`src/rtl/scanlist_pkg.sv`:
```
package scanlist_pkg;

  typedef enum logic [2:0] {
    MODE_DIFF    = 3'd0,
    MODE_RSE     = 3'd1,
    MODE_NRSE    = 3'd2,
    MODE_OFFCAL  = 3'd3,
    MODE_GAINCAL = 3'd4
  } in_mode_e;

  // Input source selector: AUX is the reference on the positive side,
  // the sense line on the negative side.
  typedef enum logic [1:0] {
    SRC_MUX = 2'd0,
    SRC_GND = 2'd1,
    SRC_AUX = 2'd2
  } src_e;

endpackage

```
`src/rtl/scanlist_ram.sv`:
```
module scanlist_ram #(
  parameter int W  = 8,
  parameter int D  = 16,
  parameter int AW = $clog2(D)
) (
  input  logic          clk,
  input  logic          rst,
  input  logic          we,
  input  logic [AW-1:0] waddr,
  input  logic [W-1:0]  wdata,
  input  logic          re,
  input  logic [AW-1:0] raddr,
  output logic [W-1:0]  rdata
);

  logic [W-1:0] mem [D];

  always_ff @(posedge clk) begin
    if (we) mem[waddr] <= wdata;
  end

  // Output register with enable: holds the active word between reads.
  always_ff @(posedge clk) begin
    if (rst)     rdata <= '0;
    else if (re) rdata <= mem[raddr];
  end

endmodule

```
`src/rtl/scanlist_wr_ctrl.sv`:
```
module scanlist_wr_ctrl #(
  parameter int D  = 16,
  parameter int AW = $clog2(D),
  parameter int CW = AW + 1
) (
  input  logic          clk,
  input  logic          rst,
  input  logic          clr,
  input  logic          wr,
  input  logic          wr_eol,
  output logic          we,
  output logic [AW-1:0] waddr,
  output logic [CW-1:0] count,
  output logic          locked
);

  assign we    = wr & ~locked;
  assign waddr = count[AW-1:0];

  always_ff @(posedge clk) begin
    if (rst || clr) begin
      count  <= '0;
      locked <= 1'b0;
    end else if (we) begin
      count  <= count + CW'(1);
      locked <= wr_eol | (count == CW'(D - 1));
    end
  end

endmodule

```
`src/rtl/scanlist_rd_ctrl.sv`:
```
module scanlist_rd_ctrl #(
  parameter int D  = 16,
  parameter int AW = $clog2(D),
  parameter int CW = AW + 1
) (
  input  logic          clk,
  input  logic          rst,
  input  logic          clr,
  input  logic          acq_clr,
  input  logic          load,
  input  logic          trig,
  input  logic          act_eol,
  input  logic [CW-1:0] count,
  output logic          re,
  output logic [AW-1:0] raddr,
  output logic [AW-1:0] rp,
  output logic          armed
);

  logic adv;
  logic end_hit;

  assign adv     = trig & armed;
  assign end_hit = act_eol | ((CW'(rp) + CW'(1)) == count);
  assign re      = load | adv;
  assign raddr   = (load || end_hit) ? '0 : rp + AW'(1);

  always_ff @(posedge clk) begin
    if (rst || clr || acq_clr) begin
      rp    <= '0;
      armed <= 1'b0;
    end else if (load) begin
      rp    <= '0;
      armed <= 1'b1;
    end else if (adv) begin
      rp    <= raddr;
    end
  end

endmodule

```
`src/rtl/scanlist_mode_dec.sv`:
```
module scanlist_mode_dec
  import scanlist_pkg::*;
#(
  parameter int CHAN_W = 4
) (
  input  logic [CHAN_W-1:0] chan,
  input  logic              cal,
  input  logic              se,
  input  logic              sense,
  output logic [2:0]        in_mode,
  output logic [1:0]        pos_src,
  output logic [1:0]        neg_src,
  output logic [CHAN_W-1:0] pos_chan,
  output logic [CHAN_W-1:0] neg_chan
);

  always_comb begin
    in_mode  = MODE_DIFF;
    pos_src  = SRC_MUX;
    neg_src  = SRC_MUX;
    pos_chan = '0;
    neg_chan = '0;
    if (cal) begin
      in_mode = sense ? MODE_GAINCAL : MODE_OFFCAL;
      pos_src = sense ? SRC_AUX : SRC_GND;
      neg_src = SRC_GND;
    end else if (se) begin
      in_mode  = sense ? MODE_NRSE : MODE_RSE;
      neg_src  = sense ? SRC_AUX : SRC_GND;
      pos_chan = chan;
    end else begin
      pos_chan = {1'b0, chan[CHAN_W-2:0]};
      neg_chan = {1'b1, chan[CHAN_W-2:0]};
    end
  end

endmodule

```
`src/rtl/scanlist_seq.sv`:
```
module scanlist_seq #(
  parameter int DEPTH  = 16,
  parameter int CHAN_W = 4,
  localparam int WORD_W = CHAN_W + 4
) (
  input  logic              clk,
  input  logic              rst,
  input  logic              clr_stb,
  input  logic              wr_stb,
  input  logic [WORD_W-1:0] wr_data,
  input  logic              load_stb,
  input  logic              acq_clr_stb,
  input  logic              ext_conv,
  input  logic              tmr_conv,
  output logic [WORD_W-1:0] act_word,
  output logic [2:0]        in_mode,
  output logic [1:0]        pos_src,
  output logic [1:0]        neg_src,
  output logic [CHAN_W-1:0] pos_chan,
  output logic [CHAN_W-1:0] neg_chan
);

  localparam int AW      = $clog2(DEPTH);
  localparam int CW      = AW + 1;
  localparam int SENSE_B = CHAN_W;
  localparam int SE_B    = CHAN_W + 1;
  localparam int CAL_B   = CHAN_W + 2;
  localparam int EOL_B   = CHAN_W + 3;

  // One strobe per cycle wins; any strobe masks the trigger.
  logic s_clr, s_acq, s_load, s_wr, any_stb, trig;
  assign s_clr   = clr_stb;
  assign s_acq   = acq_clr_stb & ~clr_stb;
  assign s_load  = load_stb & ~clr_stb & ~acq_clr_stb;
  assign s_wr    = wr_stb & ~clr_stb & ~acq_clr_stb & ~load_stb;
  assign any_stb = clr_stb | acq_clr_stb | load_stb | wr_stb;
  assign trig    = (ext_conv | tmr_conv) & ~any_stb;

  logic          we, re, locked, armed;
  logic [AW-1:0] waddr, raddr, rd_ptr;
  logic [CW-1:0] count;

  scanlist_wr_ctrl #(.D(DEPTH), .AW(AW), .CW(CW)) u_wr (
    .clk    (clk),
    .rst    (rst),
    .clr    (s_clr),
    .wr     (s_wr),
    .wr_eol (wr_data[EOL_B]),
    .we     (we),
    .waddr  (waddr),
    .count  (count),
    .locked (locked)
  );

  scanlist_rd_ctrl #(.D(DEPTH), .AW(AW), .CW(CW)) u_rd (
    .clk     (clk),
    .rst     (rst),
    .clr     (s_clr),
    .acq_clr (s_acq),
    .load    (s_load),
    .trig    (trig),
    .act_eol (act_word[EOL_B]),
    .count   (count),
    .re      (re),
    .raddr   (raddr),
    .rp      (rd_ptr),
    .armed   (armed)
  );

  scanlist_ram #(.W(WORD_W), .D(DEPTH), .AW(AW)) u_ram (
    .clk   (clk),
    .rst   (rst),
    .we    (we),
    .waddr (waddr),
    .wdata (wr_data),
    .re    (re),
    .raddr (raddr),
    .rdata (act_word)
  );

  scanlist_mode_dec #(.CHAN_W(CHAN_W)) u_dec (
    .chan     (act_word[CHAN_W-1:0]),
    .cal      (act_word[CAL_B]),
    .se       (act_word[SE_B]),
    .sense    (act_word[SENSE_B]),
    .in_mode  (in_mode),
    .pos_src  (pos_src),
    .neg_src  (neg_src),
    .pos_chan (pos_chan),
    .neg_chan (neg_chan)
  );

endmodule

```
`config.mk`:
```
export PLATFORM = sky130hd
export DESIGN_NAME = scanlist_seq
export DESIGN_NICKNAME = d
export VERILOG_FILES = /design/src/rtl/scanlist_pkg.sv /design/src/rtl/scanlist_ram.sv /design/src/rtl/scanlist_wr_ctrl.sv /design/src/rtl/scanlist_rd_ctrl.sv /design/src/rtl/scanlist_mode_dec.sv /design/src/rtl/scanlist_seq.sv
export SDC_FILE = /design/constraint.sdc
export NUM_CORES = 1
export LEC_CHECK = 0
export BUFFER_PORTS_ARGS = -buffer_cell sky130_fd_sc_hd__buf_4
export CAP_MARGIN = 15
export CORE_ASPECT_RATIO = 0.75
export CORE_MARGIN = 2
export CORE_UTILIZATION = 24
export DETAILED_ROUTE_END_ITERATION = 16
export GPL_ROUTABILITY_DRIVEN = 0
export SLEW_MARGIN = 15
export SYNTH_ARGS = -nofsm -noshare
export SYNTH_HDL_FRONTEND = slang
export SYNTH_SLANG_ARGS = --single-unit
export TNS_END_PERCENT = 1
```
`constraint.sdc`:
```
create_clock -name clk -period 1.98 [get_ports clk]
set_input_delay 0.297 -clock clk [delete_from_list [all_inputs] [get_ports clk]]
set_output_delay 0.297 -clock clk [all_outputs]
set_load 0.02 [all_outputs]
```
==> impl_results.md <==
- Status: finished, violations left
- Failing checks: setup timing
- Main area contributors after synthesis: edfxtp_1, dfxtp_1, mux4_2
- Post-synth EDFFs: approximately 130
- Syn nets: 472
- Num ports: 39
- Port bufs: 38
- Final Skew: 8.790 ps
- Total wire length: 16130 um
- Worst Setup End Kind: register
- Core area: 0.02610 mm^2
- Leading area contributor after synthesis: edfxtp_1
- CP Launch Type: register
- Setup WS post-layout: -91.68 ps
- Crit path buf inv count: 2
- Die area: 0.02802 mm^2
- Critical Path RT: ~2300 ps
- Pre-CTS setup slack: -71.24 ps
- Power Density: 835.2 mW/mm^2
- Total CTS buffers: 17
- Placed cells: roughly 870
- Top-count cell post-synth: edfxtp_1
- CTS Buffer Depth: 2
- Clock transition at the registers of the reported paths: 60 ps
- Max VDD drop: roughly 0.00065 V
- Via Count: 4152
- Critical path arrival: 2390 ps
- Delay-heaviest family, CP: compound AO/OA/AOI/OAI gates
- CP peak stage delay: just over 400 ps
- Layout overhead on the synthesized area: 29.17%
- Initial antenna violation count: 0
- Detailed-route DRC error count: 0
- Grt ovf: 0
- Largest net degree at the start of global routing: 26
- Yosys warns: 0
- Clock latency on the worst-skew pair: roughly 420 ps
- Vias in the first global route: between 3k and 4k
- CTS tree: built
- Fin. max-slew vios: 0
- CP max FO: 14
- #FFs+latches synth: 147
- Kind of critical path: reg -> reg
- First-pass GRT wire length: roughly 24000 um
- Tightest Hold Check Type: in -> reg
- Cell count after synthesis: 450
- Synth top area share: 0.6001
- Fin crit share: 1.046
- Total GRT Usage: 0.1191
- Slew of the pin with the lowest slew margin: 497.0 ps
- Final setup vio count: 8
- H-tree depth: 4
- Num rows: between 50 and 60
- Ys flop type: edfxtp_1
- Vias per cell: 4.563
- Post-synth top cells: edfxtp_1, nand2_1, nor2_1
- Synthesized cell area: approximately 0.0064 mm^2
- Worst slew margin: 0.6651
- Syn avg cell area: 14.23 um^2
- RSZ-0062 raised after global routing: yes
- Highest clock rate: 482.7 MHz
- Final hold vios: 0
- Reg-to-reg slack, setup: -90 ps
- Die height: 145.5 um
- Share of cells above drive strength 1: 0.3375
- Antenna-violating nets left: 0
- Routed len/inst: 17.73 um
- ANT cells: 0
- Async S/R FF share, synth: 0
- Initial Util: 0.2454
- Root Driver: clkbuf_16
- Tmin final: 2072 ps
- Die Wd: between 150 and 200 um
- Clock sink count: 147
- DRT Pass-1 Iters: 4
- Number of max-cap violations: 0
- CP max stage cell: o21ai_0
- Post-DP HPWL: 11110 um
- Register area share after synthesis: 0.6595
- Post-layout util: 0.3170
- Leak Pwr: 2.837 nW
- Layout Cells excl Fill: 910
- Pwr Total: 6.910 mW
- DR iter-0 viols: 340
- # nets final: 575
- Library cells used by synthesis: 62
- Crit-path cells: ha_4, xor2_2, buf_12, buf_4, mux2i_1, o21ai_0, a311oi_1, o32ai_1
==> cells by family (layout without fill, tap and decap cells) <==
| family | Yosys count | in the layout | share of synthesized area |
|---|---|---|---|
| muxes | 33 | 33 | 0.08049 |
| buffers and inverters | 41 | 156 | 0.03419 |
| xor gates and xnor gates | 9 | 9 | 0.01680 |
| and+or+nand+nor | 110 | 111 | 0.08361 |
| AOI/OAI and AO/OA | 104 | 104 | 0.1137 |
| DFF | 147 | 147 | 0.6595 |
| adders and majority gates | 6 | 6 | 0.01172 |
==> flip-flops by register name, indices dropped and copies added, names as in the netlist <==
| register | cells |
|---|---|
| u_ram.mem | 128 |
| u_ram.rdata | 8 |
| u_wr.count | 5 |
| u_rd.rp | 4 |
| u_rd.armed | 1 |
| u_wr.locked | 1 |
==> final timing paths <==
| check | startpoint | end | depth (start not counted) |
|---|---|---|---|
| worst min-delay path | clr_stb | u_rd.armed | 3 |
| worst min register to register | u_wr.locked | u_wr.locked | 2 |
| worst max-delay path | u_rd.rp[0] | u_ram.rdata[0] | 8 |
| worst max register to register | u_rd.rp[0] | u_ram.rdata[0] | 8 |
==> metal layers <==
| metal | GRT usage | part of all wire |
|---|---|---|
| met2 | 0.1547 | 0.40 |
| met5 | 0 | 0 |
| met1 | 0.1815 | 0.50 |
| met4 | 0.03511 | 0.015 |
| met3 | 0.04268 | 0.089 |
==> through the flow <==
stage	TNS [ps]	area, um^2	hold slack [ps]
after global placement	-237.7	7546	437.5
after CTS	-208.6	8268	140.5
after global routing	-1118	8273	156.8
after detailed placement	-361.1	7546	450.5
after floorplan	-2962	6431	373.4
final	-294.1	8273	152.4
==> repair_timing <==
action	in CTS	in global routing
gates cloned	2	0
endpoints found under the setup margin	7	10
pin swaps	10	2
gates resized for setup	13	2
setup buffers	3	0
hold buffers	0	0
==> worst min-delay path: stages <==
cell,delay [ps]
buf_4,80
buf_4,110
nor4_1,40
==> final cells by class <==
cell class / instances / area [um^2]
repair buffers: 113 / 947.2
clock inverters: 12 / 158.9
flip-flops and latches: 147 / 4228
well taps: 344 / 430.4
inverters: 11 / 41.29
clock buffers: 20 / 436.7
fillers: 2541 / 17830
multi-input cells: 263 / 2031
==> placed cells by master (no fill, tap or decap), types with 11 or more instances in the layout <==
cell type / instances
inv_1: 11
nand2_1: 32
o21ai_0: 23
clkbuf_16: 17
dfxtp_1: 16
nor2b_1: 12
a21oi_1: 17
nor2_1: 30
mux4_2: 14
mux2i_1: 11
edfxtp_1: 128
buf_4: 104
==> report_power, final <==
part | total [mW] | internal (mW) | switching [mW]
sequential | 3.38 | 3.37 | 0.00965
combinational | 0.297 | 0.123 | 0.174
clock | 3.23 | 1.99 | 1.24
total | 6.91 | 5.48 | 1.43
Note: power is estimated with default switching activity, not from simulation.
